**config.mk**
```make
export PLATFORM = sky130hd
export DESIGN_NAME = bcwb_engine
export DESIGN_NICKNAME = d
export VERILOG_FILES = /design/src/rtl/bcwb_pkg.sv /design/src/rtl/bcwb_regs.sv /design/src/rtl/bcwb_pacer.sv /design/src/rtl/bcwb_walker.sv /design/src/rtl/bcwb_engine.sv
export SDC_FILE = /design/constraint.sdc
export NUM_CORES = 1
export LEC_CHECK = 0
export BUFFER_PORTS_ARGS = -buffer_cell sky130_fd_sc_hd__buf_4
export CAP_MARGIN = 25
export CORE_MARGIN = 1.5
export CORE_UTILIZATION = 50
export CTS_CLUSTER_SIZE = 10
export DETAILED_ROUTE_END_ITERATION = 10
export GPL_TIMING_DRIVEN = 1
export PLACE_DENSITY = 0.71
export SETUP_SLACK_MARGIN = 0.15
export SLEW_MARGIN = 20
export SYNTH_ARGS = -nofsm -noshare
export SYNTH_HDL_FRONTEND = slang
export SYNTH_SLANG_ARGS = --single-unit
export TNS_END_PERCENT = 5
```
**constraint.sdc**
```tcl
create_clock -name clk -period 4.65 [get_ports clk]
set_input_delay 0.93 -clock clk [delete_from_list [all_inputs] [get_ports clk]]
set_output_delay 0.93 -clock clk [all_outputs]
set_load 0.05 [all_outputs]
```
**src/rtl/bcwb_pkg.sv**
```systemverilog
`timescale 1ns/1ps
package bcwb_pkg;
  // Register select codes; channel index is bit 1, base/length is bit 0.
  typedef enum logic [2:0] {
    SEL_WB_BASE = 3'd0,
    SEL_WB_CNT  = 3'd1,
    SEL_WI_BASE = 3'd2,
    SEL_WI_CNT  = 3'd3,
    SEL_CTRL    = 3'd4
  } sel_e;

  typedef enum logic [1:0] {
    ST_IDLE = 2'd0,
    ST_REQ  = 2'd1,
    ST_GAP  = 2'd2
  } wstate_e;

  localparam int NUM_CH = 2;
endpackage

```
**src/rtl/bcwb_regs.sv**
```systemverilog
`timescale 1ns/1ps
module bcwb_regs
  import bcwb_pkg::*;
#(
  parameter int ADDR_W = 32,
  parameter int DATA_W = 32,
  parameter int CNT_W  = 20
) (
  input  logic              clk,
  input  logic              rst,
  input  logic              bus_valid,
  input  logic              bus_write,
  input  logic [2:0]        bus_sel,
  input  logic [DATA_W-1:0] bus_wdata,
  output logic              bus_ready,
  output logic [DATA_W-1:0] bus_rdata,
  input  logic              busy,
  input  logic [CNT_W-1:0]  live_cnt,
  input  logic              live_inv,
  output logic              start,
  output logic [ADDR_W-1:0] start_base,
  output logic [CNT_W-1:0]  start_cnt,
  output logic              start_inv,
  output logic              track
);
  sel_e sel;
  logic is_cnt;
  logic wr_acc;
  logic rd_acc;
  logic [ADDR_W-1:0] base_q [NUM_CH];
  logic [CNT_W-1:0]  cnt_view [NUM_CH];

  assign sel       = sel_e'(bus_sel);
  assign is_cnt    = (sel == SEL_WB_CNT) || (sel == SEL_WI_CNT);
  // Length writes are held off while a walk is running.
  assign bus_ready = !(bus_valid && bus_write && is_cnt && busy);
  assign wr_acc    = bus_valid && bus_write && bus_ready;
  assign rd_acc    = bus_valid && !bus_write;

  assign start      = wr_acc && is_cnt && (bus_wdata[CNT_W-1:0] != '0);
  assign start_cnt  = bus_wdata[CNT_W-1:0];
  assign start_inv  = bus_sel[1];
  assign start_base = base_q[bus_sel[1]];

  for (genvar ch = 0; ch < NUM_CH; ch++) begin : g_ch
    always_ff @(posedge clk) begin
      if (rst) begin
        base_q[ch] <= '0;
      end else if (wr_acc && (bus_sel == 3'(2 * ch))) begin
        base_q[ch] <= bus_wdata[ADDR_W-1:0];
      end
    end
    assign cnt_view[ch] = (busy && (live_inv == 1'(ch))) ? live_cnt : '0;
  end

  always_ff @(posedge clk) begin
    if (rst) begin
      track <= 1'b0;
    end else if (wr_acc && (sel == SEL_CTRL)) begin
      track <= bus_wdata[0];
    end
  end

  always_ff @(posedge clk) begin
    if (rst) begin
      bus_rdata <= '0;
    end else if (rd_acc) begin
      case (sel)
        SEL_WB_BASE: bus_rdata <= DATA_W'(base_q[0]);
        SEL_WB_CNT:  bus_rdata <= DATA_W'(cnt_view[0]);
        SEL_WI_BASE: bus_rdata <= DATA_W'(base_q[1]);
        SEL_WI_CNT:  bus_rdata <= DATA_W'(cnt_view[1]);
        SEL_CTRL:    bus_rdata <= DATA_W'(track);
        default:     bus_rdata <= '0;
      endcase
    end
  end
endmodule

```
**src/rtl/bcwb_pacer.sv**
```systemverilog
`timescale 1ns/1ps
module bcwb_pacer #(
  parameter int REQ_GAP = 1
) (
  input  logic clk,
  input  logic rst,
  input  logic kick,
  output logic pace_go
);
  if (REQ_GAP == 0) begin : g_nogap
    logic unused_pacer;
    assign unused_pacer = &{1'b0, clk, rst};
    assign pace_go = kick;
  end else begin : g_gap
    localparam int GW = $clog2(REQ_GAP + 1);
    logic [GW-1:0] gcnt;
    always_ff @(posedge clk) begin
      if (rst) begin
        gcnt <= '0;
      end else if (kick) begin
        gcnt <= GW'(REQ_GAP);
      end else if (gcnt != '0) begin
        gcnt <= gcnt - 1'b1;
      end
    end
    assign pace_go = (gcnt == GW'(1));
  end
endmodule

```
**src/rtl/bcwb_walker.sv**
```systemverilog
`timescale 1ns/1ps
module bcwb_walker
  import bcwb_pkg::*;
#(
  parameter int ADDR_W     = 32,
  parameter int CNT_W      = 20,
  parameter int LINE_BYTES = 64,
  parameter int WORD_BYTES = 4
) (
  input  logic              clk,
  input  logic              rst,
  input  logic              start,
  input  logic [ADDR_W-1:0] start_base,
  input  logic [CNT_W-1:0]  start_cnt,
  input  logic              start_inv,
  input  logic              track,
  input  logic              cm_ack,
  input  logic              pace_go,
  output logic              kick,
  output logic              cm_valid,
  output logic [ADDR_W-1:0] cm_addr,
  output logic              cm_inv,
  output logic              cm_track,
  output logic              busy,
  output logic [CNT_W-1:0]  cnt_q
);
  localparam int OFF_W = $clog2(LINE_BYTES);
  localparam int WB_W  = $clog2(WORD_BYTES);
  localparam int WPL   = LINE_BYTES / WORD_BYTES;
  localparam int LA_W  = ADDR_W - OFF_W;

  wstate_e          state;
  logic [LA_W-1:0]  line_q;
  logic [CNT_W-1:0] cover_q;
  logic [CNT_W-1:0] cnt_nxt;
  logic             ack_now;

  if (WB_W > 0) begin : g_lowbits
    logic unused_low;
    assign unused_low = ^start_base[WB_W-1:0];
  end

  assign ack_now = (state == ST_REQ) && cm_ack;
  assign cnt_nxt = (cnt_q > cover_q) ? (cnt_q - cover_q) : '0;
  assign kick    = ack_now && (cnt_nxt != '0);
  assign cm_addr = {line_q, {OFF_W{1'b0}}};

  always_ff @(posedge clk) begin
    if (rst) begin
      state    <= ST_IDLE;
      line_q   <= '0;
      cnt_q    <= '0;
      cover_q  <= '0;
      cm_valid <= 1'b0;
      cm_inv   <= 1'b0;
      cm_track <= 1'b0;
      busy     <= 1'b0;
    end else begin
      case (state)
        ST_IDLE: begin
          if (start) begin
            state    <= ST_REQ;
            cm_valid <= 1'b1;
            busy     <= 1'b1;
            line_q   <= start_base[ADDR_W-1:OFF_W];
            cnt_q    <= start_cnt;
            cover_q  <= CNT_W'(WPL) - CNT_W'(start_base[OFF_W-1:WB_W]);
            cm_inv   <= start_inv;
            cm_track <= track;
          end
        end
        ST_REQ: begin
          if (cm_ack) begin
            cnt_q   <= cnt_nxt;
            cover_q <= CNT_W'(WPL);
            if (cnt_nxt == '0) begin
              state    <= ST_IDLE;
              cm_valid <= 1'b0;
              busy     <= 1'b0;
            end else begin
              line_q <= line_q + 1'b1;
              if (pace_go) begin
                cm_valid <= 1'b1;
              end else begin
                state    <= ST_GAP;
                cm_valid <= 1'b0;
              end
            end
          end
        end
        ST_GAP: begin
          if (pace_go) begin
            state    <= ST_REQ;
            cm_valid <= 1'b1;
          end
        end
        default: begin
          state    <= ST_IDLE;
          cm_valid <= 1'b0;
          busy     <= 1'b0;
        end
      endcase
    end
  end
endmodule

```
**src/rtl/bcwb_engine.sv**
```systemverilog
`timescale 1ns/1ps
module bcwb_engine #(
  parameter int ADDR_W     = 32,
  parameter int DATA_W     = 32,
  parameter int CNT_W      = 20,
  parameter int LINE_BYTES = 64,
  parameter int WORD_BYTES = 4,
  parameter int REQ_GAP    = 1
) (
  input  logic              clk,
  input  logic              rst,
  input  logic              bus_valid,
  input  logic              bus_write,
  input  logic [2:0]        bus_sel,
  input  logic [DATA_W-1:0] bus_wdata,
  output logic              bus_ready,
  output logic [DATA_W-1:0] bus_rdata,
  output logic              cm_valid,
  output logic [ADDR_W-1:0] cm_addr,
  output logic              cm_inv,
  output logic              cm_track,
  input  logic              cm_ack,
  output logic              busy
);
  logic              start;
  logic [ADDR_W-1:0] start_base;
  logic [CNT_W-1:0]  start_cnt;
  logic              start_inv;
  logic              track;
  logic [CNT_W-1:0]  live_cnt;
  logic              kick;
  logic              pace_go;

  bcwb_regs #(
    .ADDR_W(ADDR_W), .DATA_W(DATA_W), .CNT_W(CNT_W)
  ) u_regs (
    .clk(clk), .rst(rst),
    .bus_valid(bus_valid), .bus_write(bus_write), .bus_sel(bus_sel),
    .bus_wdata(bus_wdata), .bus_ready(bus_ready), .bus_rdata(bus_rdata),
    .busy(busy), .live_cnt(live_cnt), .live_inv(cm_inv),
    .start(start), .start_base(start_base), .start_cnt(start_cnt),
    .start_inv(start_inv), .track(track)
  );

  bcwb_pacer #(.REQ_GAP(REQ_GAP)) u_pacer (
    .clk(clk), .rst(rst), .kick(kick), .pace_go(pace_go)
  );

  bcwb_walker #(
    .ADDR_W(ADDR_W), .CNT_W(CNT_W),
    .LINE_BYTES(LINE_BYTES), .WORD_BYTES(WORD_BYTES)
  ) u_walk (
    .clk(clk), .rst(rst),
    .start(start), .start_base(start_base), .start_cnt(start_cnt),
    .start_inv(start_inv), .track(track),
    .cm_ack(cm_ack), .pace_go(pace_go), .kick(kick),
    .cm_valid(cm_valid), .cm_addr(cm_addr), .cm_inv(cm_inv),
    .cm_track(cm_track), .busy(busy), .cnt_q(live_cnt)
  );
endmodule

```
==> results of run 1 <==
==> per-stage QoR <==
step	utilization [%]	total power, mW	instances
5_1_grt	60.3	3.74	1201
6_report	60.3	3.60	1201
3_3_place_gp	56.8	2.29	1169
2_1_floorplan	-	2.09	908
4_1_cts	60.3	3.60	1201
3_5_place_dp	56.8	2.30	1169
==> logic make-up (layout without fill, tap and decap cells) <==
kind of cell / count (synthesis) / after routing / share of synthesized area [%]
AND/OR/NAND/NOR: 373 / 373 / 22.3
AO/OA/AOI/OAI: 238 / 238 / 20.4
flip-flops: 155 / 155 / 45.9
buffers and inverters: 86 / 163 / 4.77
multiplexers: 32 / 32 / 4.13
XOR/XNOR: 10 / 10 / 1.07
adder cells (fa/ha/maj): 8 / 8 / 1.32
other: 1 / 6 / 0.0460
==> layer usage <==
layer / up-vias / GRT usage, % / part of all wire [%]
li1: 3432 / - / -
met4: 0 / 9.05 / 1.7
met1: 3577 / 42.2 / 43
met3: 30 / 5.29 / 8.9
met5: - / 0 / 0
met2: 369 / 44.2 / 46
==> final cells by class <==
type | count | area (um2) | share of cell area (%)
Multi-Input combinational cell | 667 | 4060 | 42.4
Sequential cell | 155 | 3740 | 39.1
Timing Repair Buffer | 119 | 906 | 9.46
Clock buffer | 18 | 429 | 4.48
Tap cell | 216 | 270 | 2.82
Clock inverter | 14 | 123 | 1.28
Inverter | 12 | 45.0 | 0.471
==> power breakdown <==
part	switching (mW)	leakage (nW)	internal, mW	total (mW)
combinational	0.469	2.03	0.252	0.721
clock	0.587	0.256	0.736	1.32
sequential	0.0742	1.35	1.49	1.56
==> state kept, by name, indices dropped and copies added (netlist names) <==
name	flops
u_walk.cm_inv	1
u_walk.cnt_q	20
u_walk.cm_valid	1
u_walk.state	2
u_regs.track	1
u_walk.cm_track	1
u_walk.cover_q	5
u_walk.line_q	26
u_regs.base_q	64
u_walk.busy	1
u_regs.bus_rdata	32
u_pacer.pace_go	1
==> final timing paths <==
path	start	endpoint	slack, ns
max	u_walk.cnt_q[0]	u_walk.line_q[5]	0.83
min	u_walk.cm_track	u_walk.cm_track	0.46
max reg2reg	u_walk.cnt_q[0]	u_walk.line_q[5]	0.83
min reg2reg	u_walk.cm_track	u_walk.cm_track	0.46
==> worst reg2reg max path, delay by kind of cell (launching register included) <==
| family | cells | cell delay [ns] |
|---|---|---|
| AO/OA/AOI/OAI | 6 | 1.87 |
| adder cells (fa/ha/maj) | 2 | 0.61 |
| buffers and inverters | 1 | 0.05 |
| flip-flops | 1 | 0.35 |
| AND/OR/NAND/NOR | 2 | 0.78 |
==> cells in the mapped netlist, drive strengths merged, types with 3 or more instances <==
| library cell | count | area share [%] |
|---|---|---|
| nor2 | 144 | 6.7 |
| dfxtp | 91 | 22 |
| o221a | 3 | 0.41 |
| a211o | 3 | 0.32 |
| inv | 11 | 0.51 |
| o22a | 3 | 0.32 |
| mux2 | 13 | 1.8 |
| nand3 | 19 | 1.2 |
| buf | 23 | 1.9 |
| o211ai | 12 | 1.1 |
| and3 | 4 | 0.31 |
| or4 | 4 | 0.46 |
| a221oi | 4 | 0.51 |
| nand4 | 5 | 0.38 |
| a22oi | 25 | 2.3 |
| nor4 | 13 | 1.1 |
| nand2b | 8 | 0.61 |
| nor3b | 4 | 0.37 |
| nand2 | 62 | 2.9 |
| clkbuf | 51 | 2.3 |
| o31ai | 3 | 0.45 |
| o21ai | 33 | 2.5 |
| ha | 7 | 1.1 |
| a21oi | 84 | 5.2 |
| xnor2 | 5 | 0.54 |
| nor3 | 24 | 1.5 |
| or2 | 5 | 0.41 |
| mux2i | 19 | 2.3 |
| a222oi | 19 | 2.3 |
| nor2b | 4 | 0.31 |
| a32o | 3 | 0.37 |
| nor4b | 3 | 0.32 |
| edfxtp | 64 | 24 |
| o41ai | 3 | 0.32 |
| xor2 | 5 | 0.54 |
| o311ai | 5 | 0.54 |
| o21a | 4 | 0.46 |
| o22ai | 16 | 1.3 |
| and2 | 68 | 5.2 |
==> placed cells by master, fill, tap and decap left out, types with 22 or more instances in the layout <==
master,count
sky130_fd_sc_hd__nor2_1,143
sky130_fd_sc_hd__buf_4,118
sky130_fd_sc_hd__dfxtp_1,91
sky130_fd_sc_hd__a21oi_1,84
sky130_fd_sc_hd__and2_1,68
sky130_fd_sc_hd__edfxtp_1,64
sky130_fd_sc_hd__nand2_1,62
sky130_fd_sc_hd__o21ai_0,27
sky130_fd_sc_hd__a22oi_1,25
sky130_fd_sc_hd__nor3_1,22
==> results by group, run 1 <==
Routing
  – Detailed-route DRC error count: 0
  – Total via count after detailed routing: 7408
  – First-pass iteration count of the detailed router: 6
  – Number of DRC violations after detailed-routing iteration 0: 912
  – Drt wl/cell: 20.0 um
  – Final routed wirelength across all metal layers: about 24000 um
  – Number of antenna-violating nets in the routed design: 0
  – Via density per instance: 6.17

Floorplan
  – Die W: roughly 130 um
  – Initial standard-cell utilization of the core: between 50 and 60%
  – Area of the core: ~16000 um2
  – Die boundary height: 131 um
  – Top-level port count: about 110
  – Row Count: 46
  – Area of the die: 17100 um2

Min path
  – Hold-critical path depth: 2
  – Hold WC Path Type: flop to flop

Setup path
  – Required time of the critical path: between 4 and 5 ns
  – Crit path max-delay family: compound AO/OA/AOI/OAI gates
  – CP peak stage delay: between 0.5 and 0.6 ns
  – Depth of the most critical reg-to-reg path: 11
  – Launching element type of the critical path: flop
  – Chain of cells forming the critical path: inv_1 > ha_1 > fa_1 > nand2b_1 > a21oi_1 > o21a_1 > o22ai_1 > or4_4 > o21a_4 > o21ai_4 > o21ai_0
  – Max FO, Critical Path: 22
  – Worst path buffer plus inverter count: 1
  – Cell count along the critical path: 11
  – CP endpoint kind: flop
  – Critical Setup Path Class: flop to flop
  – Critical-path cell with the highest stage delay: sky130_fd_sc_hd__or4_4
  – Critical path data arrival time: about 4 ns

Clocking
  – Number of buffers inserted during clock tree synthesis: 17
  – Clock tree from TritonCTS: built
  – Reg clk slew, reported paths: about 0.06 ns
  – Skew-Pair Late Insertion Delay: 0.44 ns
  – Number of buffers added to fix hold violations after cts: 0
  – Max H-tree Level: 4
  – Post-CTS setup buffers: 0
  – Max clock buf depth: 2
  – Root buf cell: sky130_fd_sc_hd__clkbuf_16
  – Cells resized by post-CTS repair: 0
  – Number of clock sinks seen by CTS: around 160

STA
  – Final Hold Vio Count: 0
  – Worst setup slack after layout: approximately 0.83 ns
  – Maximum clock skew at final layout: approximately 0.0084 ns
  – Timing-limited maximum frequency: 262 MHz
  – Slew Limit Headroom: approximately half
  – Max-slew violation count: 0
  – Setup tns final: 0 ns
  – Post-route clock period utilization: between 80% and 90%
  – Setup violation total in the final timing report: 0
  – Slew at the pin closest to its max-slew limit: 0.769 ns
  – Tmin final: 3.82 ns
  – Worst hold margin: 0.463 ns
  – Setup repair after global routing missed its margin: false

Global route
  – Global-route wire length before repair: 37600 um
  – Largest net degree at the start of global routing: 57
  – Total gr overflow: 0
  – GR Util All Layers: 29.1%
  – Number of antenna violations at the first check in global routing: 0
  – Vias in the first global route: 6720

Synthesis
  – Instance count of the mapped netlist: approximately 900
  – Syn avg cell area: between 9 and 10 um2
  – Flip-flop and latch count after synthesis: ~160
  – Yosys cell types: 75
  – Synth async-reset ratio: 0%
  – Number of synthesized flops with an enable pin: 64
  – Most instantiated flip-flop cell in the synthesis netlist: sky130_fd_sc_hd__dfxtp_1
  – Sequential share of the synthesized area: 45.9%
  – Number of warnings reported in the yosys synthesis log: 0
  – Cell Area, Synth: 8150 um2

Job
  – Number of max-capacitance violations reported: 0

Placed design
  – Final HPWL from detailed placement: around 16000 um
  – Pre-CTS WS: approximately 0.87 ns
  – Routability cong.: 0.906
  – Count of input and output buffers: 102
  – Post-detailed-placement cell area: ~9000 um2

Layout
  – Post-route cell area: approximately 9600 um2
  – Antenna cells: 0
  – Filler instances: roughly 1400
  – Layout cells sized above 1: 19.4%
  – Nets@finish: 1020
  – Synth-to-Final Area Change: 17.5%

Run status
  – Outcome: finished clean

Power
  – Ratio of total power to cell area: around 380 nW/um2
  – Worst VDD drop: between 0.0002 and 0.0003 V
  – Leakage power of the design: approximately 3.6 nW
(Power assumes the default switching activity.)
==> run 2, diff against run 1 <==
- PLACE_DENSITY: 0.71 -> 0.73
- clock period: 4.65 -> 3.3 ns (I/O delays scaled with it)
==> results by group, run 2 (synthesized netlist as in run 1, its figures left out) <==
Run status
  – Outcome: finished clean

Setup path
  – Launching element type of the critical path: flop
  – Max FO, Critical Path: 3 (-86%)
  – CP endpoint kind: flop
  – Depth of the most critical reg-to-reg path: 13 (+2)
  – Required time of the critical path: 3.58 ns (-1.36 ns)
  – Critical Setup Path Class: flop to flop
  – Critical path data arrival time: 3.37 ns (-0.74 ns)

Routing
  – Final routed wirelength across all metal layers: 24400 um (+1.8%)
  – Total via count after detailed routing: 7567 (+2.1%)
  – Number of DRC violations after detailed-routing iteration 0: 934 (+2.4%)
  – Detailed-route DRC error count: 0 (unchanged)
  – Via density per instance: 6.18 (+0.15%)
  – Number of antenna-violating nets in the routed design: 0 (unchanged)
  – Drt wl/cell: 19.9 um (-0.21%)
  – First-pass iteration count of the detailed router: 7 (+1)

Power
  – Comb power frac: 21.7% (+1.7 points)
  – Final Power: 5.31 mW (+47%)
  – Worst VDD drop: 0.000390 V (+37%)
  – Ratio of total power to cell area: 535 nW/um2 (+42%)
  – Leakage power of the design: 3.82 nW (+5.0%)
  – Fraction of power consumed by sequential logic: 41.2% (-2.1 points)
  – Switching power summed over all nets: 1.59 mW (+41%)
  – Switching part of the total: 29.9% (-1.4 points)
  – Clk pwr share: 37.1% (+0.4 points)
  – Internal power summed over all cells: 3.72 mW (+50%)

Global route
  – Number of antenna violations at the first check in global routing: 0 (unchanged)
  – Largest net degree at the start of global routing: 66 (+16%)
  – Global-route wire length before repair: 37600 um (+0.20%)
  – Vias in the first global route: 6901 (+2.7%)
  – GR Util All Layers: 29.1% (+0.047 points)
  – Total gr overflow: 0 (unchanged)

Clocking
  – Number of clock sinks seen by CTS: 155 (unchanged)
  – Number of buffers inserted during clock tree synthesis: 17 (unchanged)
  – Max H-tree Level: 4 (unchanged)
  – Clock tree from TritonCTS: built
  – Root buf cell: sky130_fd_sc_hd__clkbuf_16
  – Skew-Pair Late Insertion Delay: 0.43 ns (about the same)
  – Max clock buf depth: 2 (unchanged)
  – Reg clk slew, reported paths: 0.06 ns (about the same)

Placed design
  – Dpl cells: 1189 (+1.7%)
  – Count of input and output buffers: 102 (unchanged)
  – Final HPWL from detailed placement: 16400 um (+0.56%)
  – Routability cong.: 0.946 (+4.4%)

Layout
  – Top library cells by usage in the layout, fill and taps aside: 143 x sky130_fd_sc_hd__nor2_1, 137 x sky130_fd_sc_hd__buf_4, 90 x sky130_fd_sc_hd__dfxtp_1
  – Largest registers in the final layout: u_regs.base_q (64), u_regs.bus_rdata (32), u_walk.line_q (26)
  – Flip-flop count of the largest register, all copies and words added: 64 (unchanged)
  – Fin util: 62.5% (+2.3 points)
  – Final cell count without fillers: 1225 (+2.0%)
  – Nets@finish: 1044 (+2.4%)
  – Layout cells sized above 1: 22.5% (+3.1 points)
  – Commonest non-fill, non-tap cell in the layout: sky130_fd_sc_hd__nor2_1
  – Synth-to-Final Area Change: 21.8%
  – Most flops, register: u_regs.base_q
  – Antenna cells: 0 (unchanged)

Floorplan
  – Die boundary height: 131 um (unchanged)
  – Top-level port count: 109 (unchanged)
  – Die W: 131 um (unchanged)
  – Area of the die: 17100 um2 (unchanged)
  – Row Count: 46 (unchanged)
  – Area of the core: 15900 um2 (unchanged)
  – Initial standard-cell utilization of the core: 51.3% (unchanged)

STA
  – Slew at the pin closest to its max-slew limit: 0.741 ns (-0.0278 ns)
  – Max-slew violation count: 0 (unchanged)
  – Tmin final: 3.09 ns (-0.725 ns)
  – Maximum clock skew at final layout: 0.00946 ns (+0.00102 ns)
  – Setup violation total in the final timing report: 0 (unchanged)
  – Slew Limit Headroom: 50.6% (+2.5 points)
  – Setup repair after global routing missed its margin: true
  – Setup tns final: 0 ns (unchanged)
  – Post-route clock period utilization: 93.6% (+12 points)
  – Timing-limited maximum frequency: 324 MHz (+23%)
  – Final Hold Vio Count: 0 (unchanged)
  – Worst hold margin: 0.463 ns (-0.000247 ns)

Min path
  – Hold-critical path depth: 2 (unchanged)
  – Hold WC Path Type: flop to flop

Job
  – Number of max-capacitance violations reported: 0 (unchanged)
[run 2: worst paths after layout]
kind / from / slack (ns) / to
max: u_walk.cnt_q[0] / 0.21 / u_walk.state[0]
min: u_walk.cm_track / 0.46 / u_walk.cm_track
max reg2reg: u_walk.cnt_q[0] / 0.21 / u_walk.state[0]
min reg2reg: u_walk.cm_track / 0.46 / u_walk.cm_track
[run 2: metal layers]
metal / up-vias / track usage [%] / wire length (um)
met2: 410 / 46.9 / 11300
met1: 3627 / 39.4 / 10300
li1: 3486 / - / -
met3: 44 / 6.07 / 2330
met5: - / 0 / 0
met4: 0 / 9.31 / 430
[run 2: power by group through the flow]
stage                     combinational, mW  clock [mW]  sequential, mW
final                                  1.15        1.97            2.19
after global routing                   1.23        2.05            2.20
after CTS                              1.11        1.98            2.18
after detailed placement               1.08           0            2.22
after global placement                 1.08           0            2.22
after floorplan                       0.637           0            2.31
[run 2: worst max-delay path, cell delays in order (launching register included)]
cell and delay, ns:
sky130_fd_sc_hd__dfxtp_2 0.36, sky130_fd_sc_hd__inv_2 0.05, sky130_fd_sc_hd__ha_4 0.15, sky130_fd_sc_hd__fa_2 0.35, sky130_fd_sc_hd__nand2b_4 0.16, sky130_fd_sc_hd__a211o_1 0.33, sky130_fd_sc_hd__a221oi_2 0.27, sky130_fd_sc_hd__buf_4 0.16
sky130_fd_sc_hd__buf_4 0.10, sky130_fd_sc_hd__o21ai_0 0.07, sky130_fd_sc_hd__nor4_1 0.47, sky130_fd_sc_hd__nand2_1 0.15, sky130_fd_sc_hd__a21oi_1 0.24, sky130_fd_sc_hd__nor3_1 0.08
[run 2: cell type report]
| class | instances | area, um2 |
|---|---|---|
| clock buffers | 20 | 437 |
| clock inverters | 12 | 148 |
| fillers | 1348 | 5960 |
| inverters | 12 | 45.0 |
| multi-input cells | 667 | 4150 |
| flip-flops and latches | 155 | 3740 |
| well taps | 216 | 270 |
| repair buffers | 143 | 1140 |
[run 2: metrics by stage]
stage,setup slack [ns],cell area [um2]
global placement,0.125,9210
detailed placement,0.0471,9210
global route,0.0902,9930
CTS,0.143,9850
finish,0.210,9930
floorplan,0.188,8170
[run 2: repair_timing]
action / CTS / global route
resized for setup: 4 / 15
setup endpoints to repair: 26 / 29
setup buffers: 4 / 0
pin swaps: 3 / 8
hold buffers: 0 / 0
==> run 3, diff against run 2 <==
- CAP_MARGIN: 25 -> 20
- CORE_ASPECT_RATIO: unset -> 0.9
- PLACE_DENSITY: 0.73 -> 0.71
- clock period: 3.3 -> 4 ns (I/O delays scaled with it)
==> results by group, run 3 (synthesized netlist as in run 1, its figures left out) <==
Layout
  – Filler instances: 1377 (+2.2%)
  – Layout cells sized above 1: 20.1% (-2.4 points)
  – Top library cells by usage in the layout, fill and taps aside: 143 x sky130_fd_sc_hd__nor2_1, 131 x sky130_fd_sc_hd__buf_4, 91 x sky130_fd_sc_hd__dfxtp_1
  – Flip-flop count of the largest register, all copies and words added: 64 (unchanged)
  – Final cell count without fillers: 1204 (-1.7%)
  – Largest registers in the final layout: u_regs.base_q (64), u_regs.bus_rdata (32), u_walk.line_q (26)
  – Commonest non-fill, non-tap cell in the layout: sky130_fd_sc_hd__nor2_1
  – Nets@finish: 1032 (-1.1%)
  – Antenna cells: 0 (unchanged)
  – Synth-to-Final Area Change: 18.8%
  – Most flops, register: u_regs.base_q

Setup path
  – Max FO, Critical Path: 17 (+14)
  – Register-to-register setup slack: 0.52 ns (+0.31 ns)
  – Depth of the most critical reg-to-reg path: 12 (-1)
  – Worst flop-to-flop path startpoint: u_walk.cnt_q[0]
  – Launching element type of the critical path: flop
  – CP endpoint kind: flop
  – Critical path data arrival time: 3.83 ns (+0.46 ns)
  – Required time of the critical path: 4.35 ns (+0.77 ns)
  – R2r endpoint: u_walk.line_q[16]
  – Critical Setup Path Class: flop to flop
  – Timing endpoint of the critical path: u_walk.line_q[16]
  – CP startpoint: u_walk.cnt_q[0]

STA
  – Setup violation total in the final timing report: 0 (unchanged)
  – Post-route clock period utilization: 87.0% (-6.7 points)
  – Slew at the pin closest to its max-slew limit: 0.880 ns (+0.139 ns)
  – Timing-limited maximum frequency: 287 MHz (-11%)
  – Setup repair after global routing missed its margin: false
  – Maximum clock skew at final layout: 0.00672 ns (-0.00273 ns)
  – Max-slew violation count: 0 (unchanged)
  – Tmin final: 3.48 ns (+0.388 ns)
  – Slew Limit Headroom: 41.1% (-9.5 points)
  – Final Hold Vio Count: 0 (unchanged)
  – Setup tns final: 0 ns (unchanged)

Global route
  – Met1 Track Usage GR: 43.4% (+3.9 points)
  – Number of antenna violations at the first check in global routing: 0 (unchanged)
  – Vias in the first global route: 6628 (-4.0%)
  – Largest net degree at the start of global routing: 53 (-20%)
  – Global routing's busiest layer: met1
  – Total gr overflow: 0 (unchanged)
  – Met3 track demand over resource: 5.82% (-0.25 points)
  – GR Util All Layers: 29.1% (about the same)
  – Met2 Usage GRT: 41.9% (-5.0 points)
  – Global-route wire length before repair: 36800 um (-2.1%)

Routing
  – Number of antenna-violating nets in the routed design: 0 (unchanged)
  – First-pass iteration count of the detailed router: 6 (-1)
  – Via density per instance: 6.25 (+1.2%)
  – Drt wl/cell: 20.2 um (+1.4%)
  – Number of DRC violations after detailed-routing iteration 0: 919 (-1.6%)
  – Detailed-route DRC error count: 0 (unchanged)
  – Final routed wirelength across all metal layers: 24300 um (-0.31%)
  – Total via count after detailed routing: 7527 (-0.53%)

Placed design
  – Routability cong.: 0.970 (+2.6%)
  – Final HPWL from detailed placement: 16800 um (+2.3%)
  – Count of input and output buffers: 102 (unchanged)
  – Dpl cells: 1172 (-1.4%)

Power
  – Switching part of the total: 30.0% (+0.11 points)
  – Leakage power of the design: 3.72 nW (-2.7%)
  – Worst VDD drop: 0.000324 V (-17%)
  – Ratio of total power to cell area: 444 nW/um2 (-17%)
  – Final Power: 4.30 mW (-19%)
  – Fraction of power consumed by sequential logic: 42.1% (+0.9 points)
  – Comb power frac: 20.2% (-1.5 points)
  – Clk pwr share: 37.7% (+0.6 points)
  – Switching power summed over all nets: 1.29 mW (-19%)
  – Internal power summed over all cells: 3.01 mW (-19%)

Floorplan
  – Die boundary height: 124 um (-5.0%)
  – Row Count: 44 (-4.3%)
  – Top-level port count: 109 (unchanged)
  – Die W: 138 um (+5.3%)
  – Area of the core: 16000 um2 (+0.85%)
  – Area of the die: 17100 um2 (about the same)
  – Initial standard-cell utilization of the core: 50.9% (-0.43 points)

Run status
  – Outcome: finished clean

Clocking
  – Root buf cell: sky130_fd_sc_hd__clkbuf_16
  – Clock tree from TritonCTS: built
  – Post-CTS setup buffers: 0 (-4)
  – Reg clk slew, reported paths: 0.06 ns (about the same)
  – Number of buffers added to fix hold violations after cts: 0 (unchanged)
  – Max clock buf depth: 2 (unchanged)
  – Max H-tree Level: 4 (unchanged)
  – Number of clock sinks seen by CTS: 155 (unchanged)
  – Skew-Pair Late Insertion Delay: 0.43 ns (about the same)
  – Number of buffers inserted during clock tree synthesis: 17 (unchanged)
  – Cells resized by post-CTS repair: 0 (-4)

Job
  – Number of max-capacitance violations reported: 0 (unchanged)

Min path
  – Hold WC Path Type: flop to flop
## run 3: cell types whose count changed in the layout (fill, tap and decap cells not counted), sizes merged
cell / previous run / this run
buf: 143 / 131
## run 3: how the worst min path moves through the flow
stage               depth (start not counted)       startpoint         endpoint
global placement                            1  u_pacer.pace_go  u_walk.state[1]
global route                                1  u_pacer.pace_go  u_walk.state[1]
detailed placement                          1  u_pacer.pace_go  u_walk.state[1]
CTS                                         1  u_pacer.pace_go  u_walk.state[1]
finish                                      1  u_pacer.pace_go  u_walk.state[1]
floorplan                                   1  u_pacer.pace_go  u_walk.state[1]
## run 3: metal layers
layer	vias to the layer above	share of wire, %
met5	-	0
met4	0	1.9
met3	44	9.7
met2	401	43
met1	3625	45
li1	3457	-
## run 3: power by group through the flow
stage	Clock, mW	Sequential, mW	Combinational (mW)
floorplan	0	1.90	0.525
global placement	0	1.84	0.845
detailed placement	0	1.84	0.849
CTS	1.63	1.81	0.856
global route	1.70	1.82	0.932
finish	1.62	1.81	0.871
## run 3: cell type report
type	instances	area, um2	share of cell area [%]
clock buffer	20	437	4.51
clock inverter	12	148	1.52
inverter	12	45.0	0.465
multi-input combinational	667	4070	42.0
sequential	155	3740	38.7
tap	207	259	2.67
timing repair buffer	131	983	10.2
## run 3: worst max-delay path, cell delays in order (launching register included)
cell                       delay (ns)
sky130_fd_sc_hd__dfxtp_1         0.35
sky130_fd_sc_hd__inv_1           0.05
sky130_fd_sc_hd__ha_1            0.22
sky130_fd_sc_hd__fa_1            0.40
sky130_fd_sc_hd__nand2b_1        0.19
sky130_fd_sc_hd__a211o_1         0.32
sky130_fd_sc_hd__a221oi_2        0.34
sky130_fd_sc_hd__nand3_1         0.11
sky130_fd_sc_hd__or4_4           0.49
sky130_fd_sc_hd__o21ai_4         0.46
sky130_fd_sc_hd__buf_4           0.24
sky130_fd_sc_hd__a21oi_1         0.05
sky130_fd_sc_hd__o22ai_1         0.18
## run 3: through the flow
stage	area, um2	worst slack (ns)	util (%)	hold WS [ns]
final	9680	0.522	60.4	0.464
after global routing	9680	0.367	60.4	0.490
after CTS	9680	0.566	60.4	0.452
after detailed placement	9100	0.581	56.8	0.447
after global placement	9100	0.635	56.8	0.447
after floorplan	8170	0.888	-	0.417
